`src/rtl/txr_pkg.sv`:
```
package txr_pkg;
    localparam int WORD_W  = 32;
    localparam int WORD_B  = WORD_W / 8;
    localparam int LANE_W  = $clog2(WORD_B);
    localparam int LEN_W   = 11;
    localparam int SLOT_SH = 4;

    localparam int BIT_OWN   = 31;
    localparam int BIT_LAST  = 30;
    localparam int BIT_FIRST = 29;
    localparam int BIT_EOR   = 25;
    localparam int BIT_CHAIN = 24;
    localparam int BIT_ERR   = 15;

    typedef enum logic [2:0] {
        S_IDLE = 3'd0,
        S_W0   = 3'd1,
        S_W1   = 3'd2,
        S_W2   = 3'd3,
        S_BUF  = 3'd4,
        S_STR  = 3'd5,
        S_WB   = 3'd6,
        S_ADV  = 3'd7
    } txr_state_e;
endpackage

```
`src/rtl/txr_slot_addr.sv`:
```
module txr_slot_addr #(
    parameter int ADDR_W = 32,
    parameter int IDX_W  = 6
) (
    input  logic [ADDR_W-1:0] base,
    input  logic [IDX_W-1:0]  idx,
    input  logic [1:0]        word_sel,
    output logic [ADDR_W-1:0] addr
);
    always_comb begin
        addr = base + ADDR_W'({idx, 4'b0000}) + ADDR_W'({word_sel, 2'b00});
    end
endmodule

```
`src/rtl/txr_byte_pick.sv`:
```
module txr_byte_pick #(
    parameter int WORD_W = 32,
    parameter int LANE_W = 2
) (
    input  logic [WORD_W-1:0] word,
    input  logic [LANE_W-1:0] lane,
    output logic [7:0]        data
);
    always_comb begin
        data = word[{lane, 3'b000} +: 8];
    end
endmodule

```
`src/rtl/txring_dma.sv`:
```
module txring_dma
    import txr_pkg::*;
#(
    parameter int ADDR_W = 32,
    parameter int IDX_W  = 6
) (
    input  logic              clk,
    input  logic              rst_n,
    input  logic              tx_enable,
    input  logic              poll_kick,
    input  logic              base_wr,
    input  logic [ADDR_W-1:0] base_in,
    output logic              mem_req,
    output logic              mem_we,
    output logic [ADDR_W-1:0] mem_addr,
    output logic [31:0]       mem_wdata,
    input  logic              mem_ack,
    input  logic              mem_err,
    input  logic [31:0]       mem_rdata,
    output logic              tx_valid,
    input  logic              tx_ready,
    output logic [7:0]        tx_data,
    output logic              tx_first,
    output logic              tx_last,
    output logic              chain_unsup,
    output logic              suspended
);
    typedef struct packed {
        txr_state_e         state;
        logic [ADDR_W-1:0]  base;
        logic [IDX_W-1:0]   idx;
        logic [LEN_W-1:0]   len;
        logic [ADDR_W-1:0]  bufp;
        logic [LANE_W-1:0]  lane;
        logic [WORD_W-1:0]  word;
        logic               fs;
        logic               ls;
        logic               eor;
        logic               err;
        logic               first_pend;
    } regs_t;

    regs_t r_q, r_d;

    logic [1:0]        word_sel;
    logic [ADDR_W-1:0] slot_addr;
    logic [7:0]        lane_byte;

    txr_slot_addr #(.ADDR_W(ADDR_W), .IDX_W(IDX_W)) u_slot (
        .base     (r_q.base),
        .idx      (r_q.idx),
        .word_sel (word_sel),
        .addr     (slot_addr)
    );

    txr_byte_pick #(.WORD_W(WORD_W), .LANE_W(LANE_W)) u_pick (
        .word (r_q.word),
        .lane (r_q.lane),
        .data (lane_byte)
    );

    always_comb begin
        unique case (r_q.state)
            S_W1:    word_sel = 2'd1;
            S_W2:    word_sel = 2'd2;
            default: word_sel = 2'd0;
        endcase
    end

    always_comb begin
        r_d         = r_q;
        mem_req     = 1'b0;
        mem_we      = 1'b0;
        mem_addr    = slot_addr;
        mem_wdata   = '0;
        tx_valid    = 1'b0;
        tx_data     = lane_byte;
        tx_first    = 1'b0;
        tx_last     = 1'b0;
        chain_unsup = 1'b0;

        unique case (r_q.state)
            S_IDLE: begin
                if (base_wr) begin
                    r_d.base = base_in;
                    r_d.idx  = '0;
                end
                if (poll_kick && tx_enable) begin
                    r_d.state = S_W0;
                end
            end
            S_W0: begin
                mem_req = 1'b1;
                if (mem_ack) begin
                    r_d.err   = 1'b0;
                    r_d.state = mem_rdata[BIT_OWN] ? S_W1 : S_IDLE;
                end
            end
            S_W1: begin
                mem_req = 1'b1;
                if (mem_ack) begin
                    r_d.len     = mem_rdata[LEN_W-1:0];
                    r_d.fs      = mem_rdata[BIT_FIRST];
                    r_d.ls      = mem_rdata[BIT_LAST];
                    r_d.eor     = mem_rdata[BIT_EOR];
                    chain_unsup = mem_rdata[BIT_CHAIN];
                    r_d.state   = S_W2;
                end
            end
            S_W2: begin
                mem_req = 1'b1;
                if (mem_ack) begin
                    r_d.bufp       = {mem_rdata[ADDR_W-1:LANE_W], {LANE_W{1'b0}}};
                    r_d.lane       = '0;
                    r_d.first_pend = 1'b1;
                    r_d.state      = (r_q.len == '0) ? S_WB : S_BUF;
                end
            end
            S_BUF: begin
                mem_req  = 1'b1;
                mem_addr = r_q.bufp;
                if (mem_ack) begin
                    r_d.word  = mem_rdata;
                    r_d.err   = r_q.err | mem_err;
                    r_d.state = S_STR;
                end
            end
            S_STR: begin
                tx_valid = 1'b1;
                tx_first = r_q.fs && r_q.first_pend;
                tx_last  = r_q.ls && (r_q.len == LEN_W'(1));
                if (tx_ready) begin
                    r_d.first_pend = 1'b0;
                    r_d.len        = r_q.len - LEN_W'(1);
                    r_d.lane       = r_q.lane + LANE_W'(1);
                    if (r_q.len == LEN_W'(1)) begin
                        r_d.state = S_WB;
                    end else if (r_q.lane == LANE_W'(WORD_B - 1)) begin
                        r_d.bufp  = r_q.bufp + ADDR_W'(WORD_B);
                        r_d.state = S_BUF;
                    end
                end
            end
            S_WB: begin
                mem_req   = 1'b1;
                mem_we    = 1'b1;
                mem_wdata = 32'(r_q.err) << BIT_ERR;
                if (mem_ack) begin
                    r_d.state = S_ADV;
                end
            end
            S_ADV: begin
                r_d.idx   = r_q.eor ? '0 : r_q.idx + IDX_W'(1);
                r_d.state = tx_enable ? S_W0 : S_IDLE;
            end
            default: r_d.state = S_IDLE;
        endcase
    end

    assign suspended = (r_q.state == S_IDLE);

    always_ff @(posedge clk or negedge rst_n) begin
        if (!rst_n) begin
            r_q <= '0;
        end else begin
            r_q <= r_d;
        end
    end
endmodule

```
`config.mk`:
```
export PLATFORM = sky130hd
export DESIGN_NAME = txring_dma
export DESIGN_NICKNAME = d
export VERILOG_FILES = /design/src/rtl/txr_pkg.sv /design/src/rtl/txr_slot_addr.sv /design/src/rtl/txr_byte_pick.sv /design/src/rtl/txring_dma.sv
export SDC_FILE = /design/constraint.sdc
export NUM_CORES = 1
export LEC_CHECK = 0
export BUFFER_PORTS_ARGS = -buffer_cell sky130_fd_sc_hd__buf_2
export CORE_AREA = 2 2 125 127
export CTS_CLUSTER_SIZE = 40
export DETAILED_ROUTE_END_ITERATION = 12
export DIE_AREA = 0 0 127 129
export PLACE_DENSITY = 0.83
export SLEW_MARGIN = 20
export SYNTH_ARGS = -nofsm -noshare
export SYNTH_HDL_FRONTEND = slang
export SYNTH_HIERARCHICAL = 1
export SYNTH_SLANG_ARGS = --single-unit
```
`constraint.sdc`:
```
create_clock -name clk -period 2.85 [get_ports clk]
set_input_delay 0.1425 -clock clk [delete_from_list [all_inputs] [get_ports clk]]
set_output_delay 0.1425 -clock clk [all_outputs]
set_load 0.03 [all_outputs]
```
---- After elaboration in Yosys (flattened, before gate mapping) ----
Index checks and enable logic that the tools add are counted.
operators by class
  bitwise operators ....................... 1
  mux-type cells .......................... 39
  add/subtract/negate cells ............... 6
  shift operators ......................... 1
  equal/unequal tests ..................... 20
  reductions and logical operators ........ 19
operators with widths
  kind                                                  count
  2-to-1 mux 32 bit                                     3
  case mux 34 bit (2 select lines)                      1
  2-to-1 mux 45 bit                                     1
  2-to-1 mux 34 bit                                     1
  adder 32 x 10 -> 32 bit                               1
  adder 32 x 3 -> 32 bit, second input constant         1
  adder 32 x 4 -> 32 bit                                1
  indexed part select 32 x 6 -> 8 bit                   1
  2-to-1 mux 3 bit                                      9
  case mux 3 bit (8 select lines)                       1
  case mux 11 bit (2 select lines)                      1
  != test 2 bit, second input constant                  9
  2-to-1 mux 16 bit                                     1
  equality test 3 bit, second input constant            4
  2-to-1 mux 1 bit                                      12
  2-to-1 mux 6 bit                                      2
  case mux 6 bit (2 select lines)                       1
  equality test 11 x 1 -> 1 bit, second input constant  1
  zero test 11 bit                                      1
  2-to-1 mux 11 bit                                     1
  subtractor 11 x 1 -> 11 bit, second input constant    1
  AND reduction 3 bit                                   3
  AND reduction 2 bit                                   4
  AND reduction 8 bit                                   1
  other kinds (16)                                      24
word-level totals
  register bits after elaboration ......... 123
  logic and storage cells ................. 98
  input bits .............................. 72
  output and inout port bits .............. 79

---- Logic depth before layout (Yosys ltp) ----
Gate-level depths: netlist of run 1.
  depth after elaboration ................. 5
  gate-level depth with buffers ........... 13
  depth with buffers taken out ............ 10

---- Modules after synthesis ----
Netlist of run 1, hierarchy kept.
modules (own cells, without submodules)
  module         area each (sq um)  cells each  seq. area each (sq um)  instances
  txring_dma     6577.6             613         3027.9                  1
  txr_slot_addr  802.0              111         0.0                     1
  txr_byte_pick  196.4              10          0.0                     1

---- Worst setup path after synthesis of run 1 ----
Ideal clock, no wire load.
  path type ............................... register to output
  start ................................... register r_q[121] (netlist bit)
  end ..................................... output mem_addr[24]
  cell stages (with the launch flop) ...... 14
  path buffers ............................ 3
  arrival time ............................ 2.752 ns
  data required time ...................... 2.707 ns
  slack ................................... -0.044 ns
  cells stage by stage .................... dfrtp_1 > buf_2 > clkbuf_1 > nor3b_1 > ha_1 > inv_1 > fa_1 > nand2b_1 > a21oi_1 > o21ai_1 > buf_4 > nand4b_1 > xnor2_1 > mux2_2
on the way
  longest elaborated chain between the ends .. 4
  elaborated cells between the ends (all ways) .. 6
  those cells by class .................... add/sub (1); eq/ne (3); mux (2)
RTL lines
  item                               RTL line             RTL
  start: declaration                 txring_dma.sv:43     regs_t r_q, r_d;
  start signal: assignment           txring_dma.sv:166    r_q <= r_d;
  equality test 3 x 2 -> 1 bit       txring_dma.sv:63     unique case (r_q.state)
  case mux 2 bit (2 select lines) *  txring_dma.sv:63
  via word_sel[0]                    txring_dma.sv:45     logic [1:0] word_sel;
  adder 32 x 4 -> 32 bit *           txr_slot_addr.sv:11  addr = base + ADDR_W'({idx, 4'b0000}) + ADDR_W'({word_sel, 2'b00});
  via slot_addr[24]                  txring_dma.sv:46     logic [ADDR_W-1:0] slot_addr;
  2-to-1 mux 32 bit *                txring_dma.sv:82     unique case (r_q.state)
  end: declaration                   txring_dma.sv:15     output logic [ADDR_W-1:0] mem_addr,
Mark *: on every way through the listed nets, which the timed path passes. The rest lies on a longest branch.

---- Final worst setup path of run 1 ----
  start ................................... register r_q[120] (netlist bit)
  end ..................................... output mem_addr[20]
The elaborated chain is that of the path after synthesis.

==> metrics.md, run 1 <==
| Metric | Value |
|---|---|
| Post-synth cell types | `73` |
| Failing checks | `setup timing` |
| Slowest stage delay, CP | `0.40 ns` |
| Mapped Cells | `734` |
| Worst VDD drop | `0.675 mV` |
| HPWL after DPL | `13900 µm` |
| Final setup TNS | `-2.20 ns` |
| Post-synth top area cell | `dfrtp_1` |
| Setup Skew | `0.00777 ns` |
| Clk sinks | `121` |
| Synth Warn # | `6` |
| Worst EP required | `2.71 ns` |
| Most flops, register | `r_q` |
| Cell Area, Synth | `7580 µm²` |
| MaxCap Viol Count | `0` |
| CTS buffer count | `17` |
| Chip width | `127 µm` |
| Number of port buffers | `119` |
| R2R Setup Slk | `0.50 ns` |
| Crit path capture type | `output port` |
| Die Ht | `129 µm` |
| Total wire length | `21100 µm` |
| Crit path from | `r_q[120]` |
| H-tree Lvls | `4` |
| IO Pins | `151` |
| Die area | `16400 µm²` |
| CP Max Fanout | `6` |
| Critical path arrival | `2.93 ns` |
| Dominant synthesized flop cell | `dfrtp_1` |
| DR vias/cell | `6.01` |
| Core box area | `15000 µm²` |
| Post-synth ARST share | `1.00` |
| Leak | `4.12 nW` |
| Ratio of cells with drive above 1 in the final layout | `0.343` |
| Reg2Reg Depth | `8` |
| Clock Power Share | `0.181` |
| Worst Hold Class | `in2reg` |
| Largest regs | `r_q x121` |
| Crit path launch type | `flip-flop` |
| Worst setup path endpoint | `mem_addr[20]` |
| Pwr per Cell Area | `1170 nW/µm²` |
| Post-route minimum period | `3.07 ns` |
| Nets | `989` |
| N_diodes | `0` |
| Worst-margin pin slew | `0.760 ns` |
| Total vias in the final route | `6615` |
| Slew margin rel. | `0.493` |
| Setup Viol. Count Final | `19` |
| Fin worst setup slack | `-0.225 ns` |
| Drt pass-1 iters | `5` |
| Slowest CP cell | `dfrtp_1` |
| Routability cong. | `0.859` |
| Post-synth top area share | `0.400` |
| Max frequency | `0.325 GHz` |
| Switch share | `0.434` |
| Number of synthesized flops with an enable pin | `0` |
| Root buffer cell | `clkbuf_16` |
| Largest net degree at the start of global routing | `62` |
| Total track usage | `0.262` |
| RSZ-0062 raised after global routing | `yes` |
| Grt ovf | `0` |
| Levels on crit path | `12` |
| Initial core utilization | `0.506` |
| Seq pwr share | `0.310` |
| CTS tree | `done` |
| Reg2reg start | `r_q[122]` |
| Final ANT Viol Nets | `0` |
| Syn Area/Cell | `10.3 µm²` |
| Crit-path cells | `nor3b_2 -> ha_2 -> inv_2 -> fa_2 -> nand2b_4 -> a21oi_4 -> o21ai_4 -> buf_6 -> nand4b_1 -> xnor2_1 -> mux2_4 -> buf_6` |
| # fillers | `1131` |
| Largest cells by area after synthesis | `dfrtp_1 (40%), mux2_2 (14%), buf_4 (4.0%)` |
| DRC | `0` |
| Final period util | `1.08` |
| Initial antenna violation count | `0` |
| Status | `complete, but fails checks` |
| Psw | `4.82 mW` |
| Total Power | `11.1 mW` |
| Yosys reg bits | `121` |
| Max FFs per register | `121` |
| Clock transition at the registers of the reported paths | `0.05 ns` |
| Max clock buf depth | `2` |
| Max Slew Vio Count | `0` |
| DR WL/cell | `19.2 µm` |
| CP most frequent cell | `buf_6` |
| Post-synthesis sequential area ratio | `0.400` |
| FP Rows | `45` |
| Family with the most delay on the worst path | `simple AND/OR/NAND/NOR gates` |
| Skew-Pair Late Insertion Delay | `0.43 ns` |
| Vias in the first global route | `6479` |
| Critical path type | `reg2out` |
| Reg2Reg Capture Point | `r_q[49]` |
| Int Pwr | `6.28 mW` |
| Buf+Inv Stages, Crit Path | `3` |
| Final hold violation count | `0` |
| Logic gate share of total power | `0.509` |
| Area Growth Syn to Fin | `25.5%` |
| First-pass GRT wire length | `33500 µm` |
| DRT iter0 DRCs | `549` |
[cells by family (layout without fill, tap and decap cells)]
logic type | Yosys count | in the layout | synth area share
and+or+nand+nor | 211 | 211 | 0.157
AOI/OAI and AO/OA | 161 | 161 | 0.140
DFF | 121 | 121 | 0.400
muxes | 105 | 105 | 0.168
buffers and inverters | 90 | 239 | 0.0738
xor gates and xnor gates | 30 | 30 | 0.0347
adders and majority gates | 15 | 15 | 0.0258
other | 1 | 31 | 0.000495
[how the worst min path moves through the flow]
stage                  start       end  slack, ns  depth (start not counted)
3_3_place_gp           rst_n  r_q[118]       0.13                          1
2_1_floorplan          rst_n    r_q[0]      -0.15                          0
4_1_cts        mem_rdata[16]   r_q[21]      0.001                          2
3_5_place_dp           rst_n  r_q[117]       0.13                          1
6_report       mem_rdata[19]   r_q[24]      0.004                          2
5_1_grt        mem_rdata[19]   r_q[24]      0.007                          2
[repair_timing]
| action | 4_1_cts | 5_1_grt |
|---|---|---|
| endpoints found under the setup margin | 23 | 25 |
| pin swaps | 9 | 4 |
| setup buffers | 4 | 2 |
| gates resized for setup | 47 | 5 |
| gates cloned | 1 | 0 |
| hold buffers | 50 | 1 |
| hold endpoints to repair | 83 | 1 |
[final cells by class]
cell class              count  area, µm²  area share
inverters                  11       41.3     0.00434
flip-flops and latches    121       3030       0.319
well taps                 188        235      0.0247
clock inverters             8       72.6     0.00763
clock buffers              22        474      0.0499
multi-input cells         553       4210       0.443
repair buffers            198       1450       0.152
[worst reg2reg max path, cell delays in order, from the launching register on]
cell	delay, ns
dfrtp_1	0.37
buf_4	0.13
buf_4	0.21
nand3b_4	0.23
inv_2	0.14
nand3_1	0.13
o21ai_2	0.58
o21ai_0	0.19
a22o_1	0.27
[power groups by stage]
stage	clock network (mW)	logic (mW)	registers, mW
floorplan	0	4.14	3.12
global placement	0	5.04	3.37
detailed placement	0	5.15	3.40
CTS	2.02	5.53	3.39
global route	2.11	6.03	3.54
finish	2.01	5.65	3.44
[layout by cell type, fill, tap and decap left out, types with 9 or more instances in the layout]
| cell | count |
|---|---|
| clkbuf_16 | 17 |
| and3_1 | 10 |
| inv_1 | 9 |
| nand4_1 | 15 |
| xnor2_1 | 22 |
| a21oi_1 | 42 |
| nand3_1 | 32 |
| a31oi_1 | 12 |
| nand2_1 | 40 |
| dfrtp_1 | 121 |
| buf_4 | 29 |
| mux2_2 | 91 |
| and2_1 | 12 |
| o21ai_0 | 28 |
| buf_6 | 13 |
| buf_2 | 102 |
| ha_1 | 13 |
| nor2_1 | 41 |
| conb_1 | 31 |
| o22a_1 | 21 |
| dlygate4sd3_1 | 51 |
[cells in the mapped netlist, types with 3 or more instances]
master / count
buf_2: 18
xor2_1: 8
a41oi_1: 6
o21a_1: 6
a2bb2oi_1: 4
inv_1: 10
nand2_1: 40
a21oi_2: 3
mux2_2: 96
buf_6: 4
a22oi_1: 3
xnor2_1: 22
nor4_1: 4
nand3b_1: 3
and2_1: 11
nand4b_1: 5
nor2_1: 44
nor2b_1: 5
o21ai_0: 28
a31oi_1: 12
buf_4: 40
dfrtp_1: 121
nand4_1: 15
and4_1: 6
nand2b_1: 6
o22a_1: 21
ha_1: 14
o21ai_1: 7
nand3_1: 32
mux4_2: 8
and3_1: 10
a21oi_1: 43
nor3_1: 10
a211oi_1: 3
clkbuf_1: 13
o22ai_1: 6
[routing by layer]
metal / global-route usage / part of all wire / vias to the layer above
met1: 0.313 / 0.39 / 3249
met2: 0.443 / 0.50 / 310
met3: 0.0603 / 0.061 / 77
met5: 0 / 0 / -
met4: 0.137 / 0.047 / 0
li1: - / - / 2979
[per-stage QoR]
| step | util | cells | hold WS, ns | worst slack, ns | instance area [µm²] |
|---|---|---|---|---|---|
| after floorplan | - | 764 | -0.153 | 0.00924 | 7700 |
| final | 0.635 | 1101 | 0.00366 | -0.225 | 9510 |
| after global routing | 0.635 | 1101 | 0.00710 | -0.347 | 9510 |
| after detailed placement | 0.548 | 1013 | 0.128 | 0.0625 | 8200 |
| after CTS | 0.632 | 1098 | 0.00150 | -0.193 | 9470 |
| after global placement | 0.548 | 1013 | 0.128 | 0.0906 | 8200 |
(Power assumes the default switching activity.)
==> run 2: changes to the inputs <==
- CORE_AREA: 2 2 125 127 -> 2 2 120 122
- DIE_AREA: 0 0 127 129 -> 0 0 122 124
- PLACE_DENSITY: 0.83 -> 0.86
- clock period: 2.85 -> 3.3 ns (I/O delays scaled with it)
==> metrics.md, run 2 (synthesis gave the netlist of run 1 again) <==
| Metric | Value |
|---|---|
| Status | `finished clean` |
| Worst Hold Class | `in2reg` |
| Most common cell after layout, fill and taps aside | `dfrtp_1` |
| Cell area after layout | `9250 µm²` |
| Storage cell area | `3030 µm²` |
| Final setup TNS | `0 ns` |
| FP Rows | `43` |
| Vias in the first global route | `6247` |
| Chip width | `122 µm` |
| Clk sinks | `121` |
| Total track usage | `0.276` |
| Skew-Pair Late Insertion Delay | `0.42 ns` |
| Commonest non-fill, non-tap cells in the layout | `dfrtp_1 (121), buf_2 (118), mux2_2 (96)` |
| Slew margin rel. | `0.483` |
| Setup Viol. Count Final | `0` |
| Fin worst setup slack | `0.109 ns` |
| GRT busiest layer | `met2` |
| Met3 Use GR | `0.0682` |
| Most flops, register | `r_q` |
| Largest regs | `r_q x121` |
| Max FFs per register | `121` |
| M1 GR Usage | `0.333` |
| DR WL/cell | `19.3 µm` |
| Place WS | `0.155 ns` |
| Final hold violation count | `0` |
| Critical path type | `reg2out` |
| WHS Path Cells | `2` |
| DRC | `0` |
| Critical path arrival | `3.03 ns` |
| Drt pass-1 iters | `5` |
| Crit path capture type | `output port` |
| Initial core utilization | `0.552` |
| GRT met2 Usage | `0.458` |
| Nets | `970` |
| Ratio of cells with drive above 1 in the final layout | `0.337` |
| Pwr per Cell Area | `1030 nW/µm²` |
| Smallest hold slack | `0.0162 ns` |
| Leak | `4.02 nW` |
| Routability cong. | `0.890` |
| Crit-path cells | `nor3b_2 -> ha_2 -> inv_1 -> fa_2 -> nand2b_4 -> a21oi_4 -> o21ai_4 -> buf_12 -> nand4b_1 -> xnor2_1 -> mux2_2 -> buf_2` |
| Setup Skew | `0.00730 ns` |
| Root buffer cell | `clkbuf_16` |
| Total wire length | `20800 µm` |
| Grt ovf | `0` |
| Max clock buf depth | `2` |
| Max Slew Vio Count | `0` |
| DR vias/cell | `6.06` |
| Worst VDD drop | `0.718 mV` |
| N_diodes | `0` |
| Final ANT Viol Nets | `0` |
| Crit path launch type | `flip-flop` |
| Final core occ | `0.674` |
| Die area | `15100 µm²` |
| DRT iter0 DRCs | `677` |
| MaxCap Viol Count | `0` |
| Slowest stage delay, CP | `0.41 ns` |
| Final period util | `0.967` |
| Clock transition at the registers of the reported paths | `0.06 ns` |
| Total vias in the final route | `6521` |
| RSZ-0062 raised after global routing | `no` |
| Number of port buffers | `119` |
| Placed Instance Area | `8120 µm²` |
| HPWL after DPL | `13700 µm` |
| IO Pins | `151` |
| Area of the multi-input gates | `4150 µm²` |
| H-tree Lvls | `4` |
| Max frequency | `0.313 GHz` |
| Area Growth Syn to Fin | `22.1%` |
| Post-route minimum period | `3.19 ns` |
| # fillers | `1020` |
| Slowest CP cell | `dfrtp_1` |
| CP Max Fanout | `6` |
| Die Ht | `124 µm` |
| Reg2Reg Depth | `6` |
| Initial antenna violation count | `0` |
| Worst-margin pin slew | `0.775 ns` |
| First-pass GRT wire length | `32100 µm` |
| CTS tree | `done` |
| Worst EP required | `3.13 ns` |
| CTS buffer count | `17` |
| Core box area | `13700 µm²` |
| Largest net degree at the start of global routing | `77` |
[run 2: worst max-delay path, delay by kind of cell (launching register included)]
kind	cells	cell delay (ns)
simple gates	3	0.58
xor+xnor	1	0.18
mux	1	0.25
flops	1	0.41
compound gates	2	0.26
buf+inv	3	0.36
fa+ha+maj	2	0.56
[run 2: what timing repair did]
item	in CTS	in global routing
hold buffers	41	0
endpoints found under the setup margin	11	8
hold endpoints to repair	93	0
buffers inserted	1	4
pin swaps	2	5
gates resized for setup	5	4
[run 2: layer usage]
layer | up-vias | wire (µm)
met4 | 0 | 1110
met1 | 3111 | 7940
met2 | 363 | 10200
met5 | - | 0
li1 | 2950 | -
met3 | 97 | 1560
[run 2: worst paths after layout]
check | start | to | slack (ns)
setup / recovery | r_q[122] | mem_addr[20] | 0.11
hold / removal | mem_rdata[8] | r_q[13] | 0.02
setup reg to reg | r_q[76] | r_q[44] | 0.79
hold reg to reg | r_q[12] | r_q[12] | 0.50
max in group asynchronous | rst_n | r_q[84] | 2.17
min in group asynchronous | rst_n | r_q[117] | 0.32
[run 2: area by class of cell]
class | instances | share of cell area
multi-input combinational | 553 | 0.449
sequential | 121 | 0.327
timing repair buffer | 179 | 0.127
clock buffer | 18 | 0.0475
tap | 180 | 0.0243
clock inverter | 14 | 0.0203
inverter | 11 | 0.00446
[run 2: through the flow]
step | power (mW) | std cells
after floorplan | 6.25 | 764
after global placement | 7.18 | 998
after detailed placement | 7.32 | 998
after CTS | 9.39 | 1072
after global routing | 10.0 | 1076
final | 9.53 | 1076
[run 2: report_power, final]
part / switching, mW / internal [mW]
Combinational: 2.63 / 1.91
Sequential: 0.808 / 2.20
Clock: 0.743 / 1.23
==> run 3: changes to the inputs <==
- CORE_AREA: 2 2 120 122 -> 2 2 118 120
- CTS_BUF_LIST: not set -> sky130_fd_sc_hd__clkbuf_4 sky130_fd_sc_hd__clkbuf_8
- DIE_AREA: 0 0 122 124 -> 0 0 120 122
- PLACE_DENSITY: 0.86 -> 0.88
==> metrics.md, run 3 (synthesis gave the netlist of run 1 again) <==
| Metric | Value |
|---|---|
| Crit path capture type | `output port` |
| Area of the multi-input gates | `4160 µm²` |
| Total vias in the final route | `6660` |
| IO Pins | `151` |
| WHS Path Cells | `3` |
| Setup Skew | `0.0165 ns` |
| Max frequency | `0.306 GHz` |
| Max FFs per register | `121` |
| GRT busiest layer | `met2` |
| Initial antenna violation count | `0` |
| CTS tree | `done` |
| Setup Viol. Count Final | `0` |
| Most common cell after layout, fill and taps aside | `dfrtp_1` |
| HPWL after DPL | `13600 µm` |
| DR vias/cell | `6.08` |
| Routability cong. | `0.909` |
| Largest regs | `r_q x121` |
| CTS buffer count | `17` |
| DR WL/cell | `19.1 µm` |
| Slew margin rel. | `0.457` |
| H-tree Lvls | `4` |
| Critical path arrival | `3.10 ns` |
| Worst Hold Path EP | `r_q[1]` |
| Max clock buf depth | `2` |
| Worst VDD drop | `0.703 mV` |
| Clock transition at the registers of the reported paths | `0.08 ns` |
| Worst EP required | `3.13 ns` |
| Commonest non-fill, non-tap cells in the layout | `dfrtp_1 (121), buf_2 (117), mux2_2 (95)` |
| Initial core utilization | `0.561` |
| Hold path startpoint | `mem_err` |
| Nets | `989` |
| Core box area | `13500 µm²` |
| Reg2reg start | `r_q[76]` |
| FP Rows | `43` |
| Final period util | `0.989` |
| Smallest hold slack | `0.0231 ns` |
| Storage cell area | `3030 µm²` |
| Critical path type | `reg2out` |
| RSZ-0062 raised after global routing | `yes` |
| Reg2Reg Capture Point | `r_q[51]` |
| Final setup TNS | `0 ns` |
| Die Ht | `122 µm` |
| Total track usage | `0.284` |
| Met3 Use GR | `0.0571` |
| Final ANT Viol Nets | `0` |
| Area Growth Syn to Fin | `21.8%` |
| Reg2Reg Depth | `5` |
| Status | `finished clean` |
| GRT met2 Usage | `0.472` |
| M1 GR Usage | `0.341` |
| # fillers | `952` |
| Max Slew Vio Count | `0` |
| Root buffer cell | `clkbuf_8` |
| Skew-Pair Late Insertion Delay | `0.47 ns` |
| Number of port buffers | `119` |
| CP Max Fanout | `7` |
| Total wire length | `20900 µm` |
| Pwr per Cell Area | `977 nW/µm²` |
| Grt ovf | `0` |
| First-pass GRT wire length | `32000 µm` |
| Ratio of cells with drive above 1 in the final layout | `0.331` |
| Crit path launch type | `flip-flop` |
| Worst Hold Class | `in2reg` |
| DRT iter0 DRCs | `696` |
| Final hold violation count | `0` |
| DRC | `0` |
| Largest net degree at the start of global routing | `43` |
| R2R Setup Slk | `0.79 ns` |
| MaxCap Viol Count | `0` |
| Clk sinks | `121` |
| Most flops, register | `r_q` |
| N_diodes | `0` |
| Drt pass-1 iters | `5` |
| Chip width | `120 µm` |
| Worst-margin pin slew | `0.814 ns` |
| Leak | `4.00 nW` |
| Die area | `14600 µm²` |
| Vias in the first global route | `6252` |
| Post-route minimum period | `3.26 ns` |
## run 3: cell count changes in the layout (fill, tap and decap cells not counted), moves of 2 or more
| cell | delta |
|---|---|
| buf_6 | +2 |
| clkinv_2 | +2 |
| inv_6 | -3 |
| inv_8 | -2 |
| dlygate4sd3_1 | +19 |
| buf_12 | -2 |
| clkinv_4 | +2 |
| clkbuf_8 | +17 |
| clkbuf_16 | -17 |
| buf_4 | +2 |
## run 3: final cells by class
cell class,count,share of cell area
multi-input cells,553,0.451
flip-flops and latches,121,0.328
repair buffers,198,0.147
clock buffers,18,0.0269
well taps,180,0.0244
inverters,11,0.00448
clock inverters,14,0.0189
## run 3: how the worst max path moves through the flow
stage,slack [ns],depth (start not counted),start,endpoint
after floorplan,0.38,13,r_q[121],mem_addr[24]
after global placement,0.31,11,r_q[120],mem_addr[24]
after detailed placement,0.24,11,r_q[120],mem_addr[28]
after CTS,0.004,11,r_q[120],mem_addr[20]
after global routing,-0.05,12,r_q[122],mem_addr[16]
final,0.04,12,r_q[122],mem_addr[16]
## run 3: stage by stage
step | instances | util | setup WS [ns] | area [µm²] | power [mW]
4_1_cts | 1091 | 0.678 | 0.00404 | 9160 | 8.83
3_3_place_gp | 999 | 0.601 | 0.306 | 8110 | 7.17
2_1_floorplan | 764 | - | 0.383 | 7690 | 6.25
6_report | 1095 | 0.683 | 0.0356 | 9220 | 9.01
5_1_grt | 1095 | 0.683 | -0.0463 | 9220 | 9.48
3_5_place_dp | 999 | 0.601 | 0.237 | 8110 | 7.31
## run 3: per-layer routing
layer	vias to the layer above	share of wire
met3	85	0.082
li1	2979	-
met4	0	0.052
met2	411	0.49
met1	3185	0.38
met5	-	0
## run 3: what timing repair did
action                                  CTS  global route
pin swaps                                 2             5
hold buffers                             60             0
endpoints found under the hold margin    97             0
buffers inserted                          0             4
endpoints found under the setup margin   11             9
gates resized for setup                   5            11
## run 3: worst max-delay path, cell delays in order, from the launching register on
cell      delay [ns]
dfrtp_1         0.41
nor3b_2         0.21
ha_2            0.23
inv_2           0.05
fa_2            0.35
nand2b_4        0.16
a21oi_4         0.17
o21ai_4         0.14
buf_6           0.17
and4b_1         0.25
xor2_1          0.08
mux2_4          0.28
buf_6           0.14
## run 3: where the power goes
part,switching [mW],internal [mW],leakage (nW)
registers,0.825,2.20,1.45
clock network,0.660,0.768,0.201
logic,2.62,1.93,2.35
